### src/rtl/char_io_pkg.sv
package char_io_pkg;
  localparam int unsigned CIO_DATA_W = 8;

  typedef enum logic [1:0] {
    EN_KEEP = 2'd0,
    EN_SET  = 2'd1,
    EN_CLR  = 2'd2
  } en_cmd_e;
endpackage

### src/rtl/cio_in_chan.sv
module cio_in_chan #(
  parameter int unsigned DATA_W = 8
) (
  input  logic              clk_i,
  input  logic              rst_ni,
  input  logic              dev_strobe_i,
  input  logic [DATA_W-1:0] dev_data_i,
  input  logic              take_i,
  input  logic              err_clr_i,
  output logic [DATA_W-1:0] data_o,
  output logic              full_o,
  output logic              refused_o
);
  logic load, refuse;

  // take is resolved before the device write in the same cycle
  assign load   = dev_strobe_i & (~full_o | take_i);
  assign refuse = dev_strobe_i & full_o & ~take_i;

  always_ff @(posedge clk_i or negedge rst_ni) begin
    if (!rst_ni) begin
      data_o    <= '0;
      full_o    <= 1'b0;
      refused_o <= 1'b0;
    end else begin
      if (load) begin
        data_o <= dev_data_i;
        full_o <= 1'b1;
      end else if (take_i) begin
        full_o <= 1'b0;
      end
      if (refuse)         refused_o <= 1'b1;
      else if (err_clr_i) refused_o <= 1'b0;
    end
  end
endmodule

### src/rtl/cio_out_chan.sv
module cio_out_chan #(
  parameter int unsigned DATA_W = 8
) (
  input  logic              clk_i,
  input  logic              rst_ni,
  input  logic              wr_i,
  input  logic [DATA_W-1:0] wr_data_i,
  input  logic              accept_i,
  input  logic              err_clr_i,
  output logic [DATA_W-1:0] data_o,
  output logic              ready_o,
  output logic              refused_o
);
  logic load, refuse;

  assign load   = wr_i & ready_o;
  assign refuse = wr_i & ~ready_o;

  always_ff @(posedge clk_i or negedge rst_ni) begin
    if (!rst_ni) begin
      data_o    <= '0;
      ready_o   <= 1'b1;
      refused_o <= 1'b0;
    end else begin
      if (load) begin
        data_o  <= wr_data_i;
        ready_o <= 1'b0;
      end else if (accept_i) begin
        ready_o <= 1'b1;
      end
      if (refuse)         refused_o <= 1'b1;
      else if (err_clr_i) refused_o <= 1'b0;
    end
  end
endmodule

### src/rtl/cio_irq_ctrl.sv
module cio_irq_ctrl
  import char_io_pkg::*;
(
  input  logic clk_i,
  input  logic rst_ni,
  input  logic set_i,
  input  logic clr_i,
  input  logic in_full_i,
  input  logic out_ready_i,
  output logic en_o,
  output logic irq_o
);
  en_cmd_e cmd;

  always_comb begin
    if (clr_i)      cmd = EN_CLR;
    else if (set_i) cmd = EN_SET;
    else            cmd = EN_KEEP;
  end

  always_ff @(posedge clk_i or negedge rst_ni) begin
    if (!rst_ni) en_o <= 1'b0;
    else begin
      case (cmd)
        EN_SET:  en_o <= 1'b1;
        EN_CLR:  en_o <= 1'b0;
        default: en_o <= en_o;
      endcase
    end
  end

  assign irq_o = en_o & (in_full_i | out_ready_i);
endmodule

### src/rtl/char_io_port.sv
module char_io_port #(
  parameter int unsigned DATA_W = char_io_pkg::CIO_DATA_W
) (
  input  logic              clk_i,
  input  logic              rst_ni,
  input  logic              dev_in_strobe_i,
  input  logic [DATA_W-1:0] dev_in_data_i,
  input  logic              cpu_take_i,
  output logic [DATA_W-1:0] cpu_in_data_o,
  input  logic              cpu_wr_i,
  input  logic [DATA_W-1:0] cpu_wr_data_i,
  input  logic              dev_out_accept_i,
  output logic [DATA_W-1:0] dev_out_data_o,
  input  logic              irq_en_set_i,
  input  logic              irq_en_clr_i,
  input  logic              err_clr_i,
  output logic              in_ready_o,
  output logic              out_ready_o,
  output logic              irq_en_o,
  output logic              irq_o,
  output logic              in_refused_o,
  output logic              out_refused_o
);
  cio_in_chan #(.DATA_W(DATA_W)) i_in_chan (
    .clk_i       (clk_i),
    .rst_ni      (rst_ni),
    .dev_strobe_i(dev_in_strobe_i),
    .dev_data_i  (dev_in_data_i),
    .take_i      (cpu_take_i),
    .err_clr_i   (err_clr_i),
    .data_o      (cpu_in_data_o),
    .full_o      (in_ready_o),
    .refused_o   (in_refused_o)
  );

  cio_out_chan #(.DATA_W(DATA_W)) i_out_chan (
    .clk_i     (clk_i),
    .rst_ni    (rst_ni),
    .wr_i      (cpu_wr_i),
    .wr_data_i (cpu_wr_data_i),
    .accept_i  (dev_out_accept_i),
    .err_clr_i (err_clr_i),
    .data_o    (dev_out_data_o),
    .ready_o   (out_ready_o),
    .refused_o (out_refused_o)
  );

  cio_irq_ctrl i_irq_ctrl (
    .clk_i      (clk_i),
    .rst_ni     (rst_ni),
    .set_i      (irq_en_set_i),
    .clr_i      (irq_en_clr_i),
    .in_full_i  (in_ready_o),
    .out_ready_i(out_ready_o),
    .en_o       (irq_en_o),
    .irq_o      (irq_o)
  );
endmodule

### config.mk
export PLATFORM = sky130hd
export DESIGN_NAME = char_io_port
export DESIGN_NICKNAME = d
export VERILOG_FILES = /design/src/rtl/char_io_pkg.sv /design/src/rtl/cio_in_chan.sv /design/src/rtl/cio_out_chan.sv /design/src/rtl/cio_irq_ctrl.sv /design/src/rtl/char_io_port.sv
export SDC_FILE = /design/constraint.sdc
export NUM_CORES = 1
export LEC_CHECK = 0
export ABC_AREA = 1
export BUFFER_PORTS_ARGS = -buffer_cell sky130_fd_sc_hd__buf_2
export CAP_MARGIN = 20
export CORE_ASPECT_RATIO = 0.8
export CORE_MARGIN = 2
export CORE_UTILIZATION = 38
export DETAILED_ROUTE_END_ITERATION = 10
export PLACE_DENSITY_LB_ADDON = 0.08
export SYNTH_ARGS = -nofsm -noshare
export SYNTH_HDL_FRONTEND = slang
export SYNTH_SLANG_ARGS = --single-unit
### constraint.sdc
create_clock -name clk_i -period 0.9 [get_ports clk_i]
set_clock_uncertainty 0.15 [all_clocks]
set_input_delay 0 -clock clk_i [delete_from_list [all_inputs] [get_ports clk_i]]
set_output_delay 0 -clock clk_i [all_outputs]
set_load 0.01 [all_outputs]
=== After elaboration in Yosys (flattened, before gate mapping) ===
Index checks and enable logic that the tools add are counted.

* Flip-flop bits (word level): 21
* Word-level logic and storage cells: 35
* Output and inout bits: 22
* Input port bits: 25

* Reductions and logical operators: 5
* Multiplexer cells: 10
* Equality and inequality tests: 2
* Bitwise logic cells: 11

{| class="wikitable"
|+ Operators with widths
! kind !! number
|-
| nonzero test 2 bit || 5
|-
| two-way mux 1 bit || 8
|-
| AND 1 bit || 6
|-
| inverter 1 bit || 3
|-
| equality test 2 x 1 -> 1 bit, second input constant || 1
|-
| equality test 2 bit, second input constant || 1
|-
| two-way mux 2 bit || 1
|-
| OR 1 bit || 2
|-
| case mux 1 bit (2 select lines) || 1
|}

=== Logic depth before layout (Yosys ltp) ===
* Depth in word-level cells: 4
* Depth in mapped cells: 5

=== Hierarchy ===
A second synthesis with hierarchy kept.

* Cell total of the unflattened synthesis: 94
* Area, all modules: 940.9 µm²

{| class="wikitable"
|+ By module, submodules not included
! module !! area an instance (µm²) !! cells an instance !! times used
|-
| cio_in_chan || 474.2 || 43 || 1
|-
| cio_out_chan || 422.9 || 45 || 1
|-
| cio_irq_ctrl || 43.8 || 6 || 1
|}

=== Worst setup path after synthesis ===
OpenSTA, ideal clock, no wires.

* Kind: reg2reg
* Start point: register i_out_chan.ready_o
* End point: register i_out_chan.data_o[0]
* Path slack: -0.165 ns
* Data arrival time: 0.850 ns
* Path buffers: 0
* Required time: 0.685 ns
* Cell stages (with the launch flop): 5
* Clock period less this slack: 1.065 ns
* Library setup time: 0.065 ns
* Path through: dfstp_2 -> nand2_4 -> inv_6 -> nand2_1 -> nand2_1

* Word-level cells in the longest chain between the ends: 1

{| class="wikitable"
|+ RTL lines
! item !! RTL line !! source
|-
| from (decl) || cio_out_chan.sv:11 || <nowiki>output logic ready_o,</nowiki>
|-
| from (signal assigned) || cio_out_chan.sv:22 || <nowiki>ready_o <= 1'b1;</nowiki>
|-
| from (signal assigned) || cio_out_chan.sv:27 || <nowiki>ready_o <= 1'b0;</nowiki>
|-
| from (signal assigned) || cio_out_chan.sv:29 || <nowiki>ready_o <= 1'b1;</nowiki>
|-
| AND 1 bit || cio_out_chan.sv:16 || <nowiki>assign load = wr_i & ready_o;</nowiki>
|-
| to (signal assigned) || cio_out_chan.sv:26 || <nowiki>data_o <= wr_data_i;</nowiki>
|-
| to (decl) || cio_out_chan.sv:10 || <nowiki>output logic [DATA_W-1:0] data_o,</nowiki>
|}

Every way passes these cells.
A chain may end at the register's enable or synchronous reset.

=== Worst setup path in the final report ===
* Start point: register i_out_chan.ready_o
* End point: output port irq_o

* Word-level cells in the longest chain between the ends: 2

{| class="wikitable"
|+ RTL lines
! item !! RTL line !! source
|-
| OR 1 bit || cio_irq_ctrl.sv:32 || <nowiki>assign irq_o = en_o & (in_full_i | out_ready_i);</nowiki>
|-
| AND 1 bit || cio_irq_ctrl.sv:32 ||
|-
| to (decl) || char_io_port.sv:20 || <nowiki>output logic irq_o,</nowiki>
|}

Every way passes these cells.

==> metrics <==
status complete, but fails checks; failing checks hold timing, setup timing; Critical Path RT 0.75 ns; Clock Latency Late Sink 0.30 ns; internal power 0.00179 W; EDFF count, synth 0; Final Util 81.8%; CP peak stage delay 0.56 ns; Synth Flop Type dfrtp_1; power per cell area 1520 nW/um^2; Pleak 0.932 nW; flop and latch count out of synthesis 21; area leader, netlist dfrtp_1; Logic pwr share between 30% and 40%; sw frac 31.5%; Port Buffers 46; Synth cell types 13; final setup fails 42; Final GP Congestion 0.754; Detailed Place HPWL 1.35 mm; CP Depth 3; CTS tree yes; Reg power frac 44.8%; H-tree depth 1; Starting DRT DRC Count 23; number of global-route vias before repair ~880; crit path launch type flip-flop; Worst Hold Depth 3; WP data arrival 1.16 ns; hold buffers post-CTS 23; # rows 15; Worst Setup Path Type reg -> out; Max VDD drop 1350 uV; syn avg cell area 9.24 sq um; Die Width 56 um; maximum clock path buffer count 2; Final WS setup -0.413 ns; DR vias 936; placed cell count 162; FMAX 0.762 GHz; initial antenna violation count 0; Crit. End Element primary output; worst r2r path cells 6; YS warnings 0; core area 2100 sq um; Worst-path clk slew 0.12 ns; Slowest-stage cell, CP dfstp_2; Top Ports 47; MaxCap Viol Count 0; gr usage total 20.5%; synth top area cells dfrtp_1 61%, nand2_1 20%, nand3_1 4.9%; switching power of the nets just over 0.0008 W; total routed wirelength ~2.6 mm; WL/cell 12.4 um; detailed-route DRC error count 0; critical path peak fanout 3; Die Y-Extent 45.6 um; Syn Inst Count 89; Final Cycle Share 146%; power share of the clock group between 15 and 20%; dominant delay contributor by cell family on the critical path flip-flops; Yosys top cell area share 60.9%; largest net degree at the start of global routing 22; syn nets between 100 and 150; power after layout 0.00262 W; layout cells sized above 1 between 50% and 60%; Slew Limit Fails 0; Buffers & Inverters on Critical Path 2; CTS sink cnt 21; area delta synth->final 109%; Cell Area, Synth 822 sq um; type of the worst min-delay path in -> reg; Seq/Total Area, Yosys 64.1%; Slew headroom 68.4%; antenna viol nets, final 0; first-pass GRT wire length 3.92 mm; via/cell ratio ~4.4; Starting Density 39.1%; final hold slack -0.133 ns; RSZ-0062 raised after global routing yes; area of the die 2550 sq um; gr ovfl total 0; ant diodes 0; Total Nets Final 212; CTS root buffer clkbuf_4; first-pass detailed-route iteration total 4; most numerous cell in the Yosys netlist nand2_1; Fin. Hold Viols 8; crit path cell chain buf_6, o21a_1, buf_2; fin crit period around 1.3 ns; Worst Max-Slew Pin Slew around 0.47 ns; most instantiated cells after synthesis 43 x nand2_1, 20 x dfrtp_1, 8 x nand3_1, 5 x inv_1, 4 x nor2_1; Num CTS Buffers 3; non-filler instance count after layout approximately 210; fraction of registers with async set/reset 100%
## per-layer routing
layer | share of wire [%] | track usage, %
met3 | 5.2 | 6.25
met2 | 52 | 35.5
met4 | 0.53 | 5.71
met5 | 0 | 0
met1 | 43 | 25.4
## placed cells by master, fill, tap and decap left out, types with 2 or more instances in the layout
cell type,instances
nor2_1,4
nand2_8,3
dlygate4sd3_1,23
nand2_4,2
buf_2,44
nand2_2,11
buf_4,17
buf_6,7
nand2_1,30
dfrtp_1,20
nand3_2,8
inv_1,5
clkbuf_4,3
## final cells by class
type,instances,area (sq um)
well taps,25,31.3
inverters,6,30.0
flip-flops and latches,21,527
multi-input cells,61,392
clock buffers,3,22.5
repair buffers,93,704
fillers,139,382
clock inverters,1,5.00
repair inverters,1,8.76
## registers in the layout (all words and copies together), names as in the netlist
name / cells
i_out_chan.ready_o: 1
i_in_chan.data_o: 8
i_irq_ctrl.en_o: 1
i_in_chan.refused_o: 1
i_out_chan.data_o: 8
i_out_chan.refused_o: 1
i_in_chan.full_o: 1
## power groups by stage
stage          sequential [W]  combinational (W)  clock, W
4_1_cts               0.00116           0.000761  0.000484
2_1_floorplan         0.00126           0.000197         0
5_1_grt               0.00119            0.00107  0.000511
3_5_place_dp          0.00119           0.000557         0
6_report              0.00117           0.000979  0.000466
3_3_place_gp          0.00118           0.000552         0
## worst register-to-register path: stages (launching register included)
cell     delay (ns)
dfstp_2        0.56
buf_4          0.10
buf_6          0.12
nand2_8        0.08
inv_6          0.07
nand2_1        0.04
nand2_1        0.07
## path summary, 6_finish.rpt
path,from,end,slack [ns]
max,i_out_chan.ready_o,irq_o,-0.41
min,dev_in_strobe_i,i_in_chan.data_o[6],-0.13
max reg2reg,i_out_chan.ready_o,i_out_chan.data_o[2],-0.34
min reg2reg,i_out_chan.data_o[6],i_out_chan.data_o[6],0.34
max in group asynchronous,rst_ni,i_out_chan.ready_o,0.24
min in group asynchronous,rst_ni,i_in_chan.data_o[3],0
## per-stage QoR
| step | instance area (sq um) | worst slack (ns) | setup TNS (ns) | hold WS (ns) |
|---|---|---|---|---|
| floorplan | 868 | -0.165 | -2.32 | -0.446 |
| detailed placement | 1150 | -0.178 | -2.75 | -0.161 |
| global route | 1720 | -0.455 | -10.64 | -0.125 |
| global placement | 1150 | -0.145 | -2.29 | -0.168 |
| finish | 1720 | -0.413 | -9.06 | -0.133 |
| CTS | 1520 | -0.422 | -7.04 | -0.147 |
## logic make-up (layout without fill, tap and decap cells)
| family | after synthesis | count (layout) | share of synthesized area (%) |
|---|---|---|---|
| compound gates | 3 | 3 | 2.28 |
| buf+inv | 8 | 104 | 5.17 |
| flops | 21 | 21 | 64.1 |
| simple gates | 57 | 58 | 28.5 |
## timing repair
action,in CTS,in global routing
cloned,2,1
resized for setup,8,23
setup buffers,6,13
hold endpoints to repair,42,8
endpoints found under the setup margin,42,42
pin swaps,0,5
No activity file was read; power rests on OpenSTA's default activity.
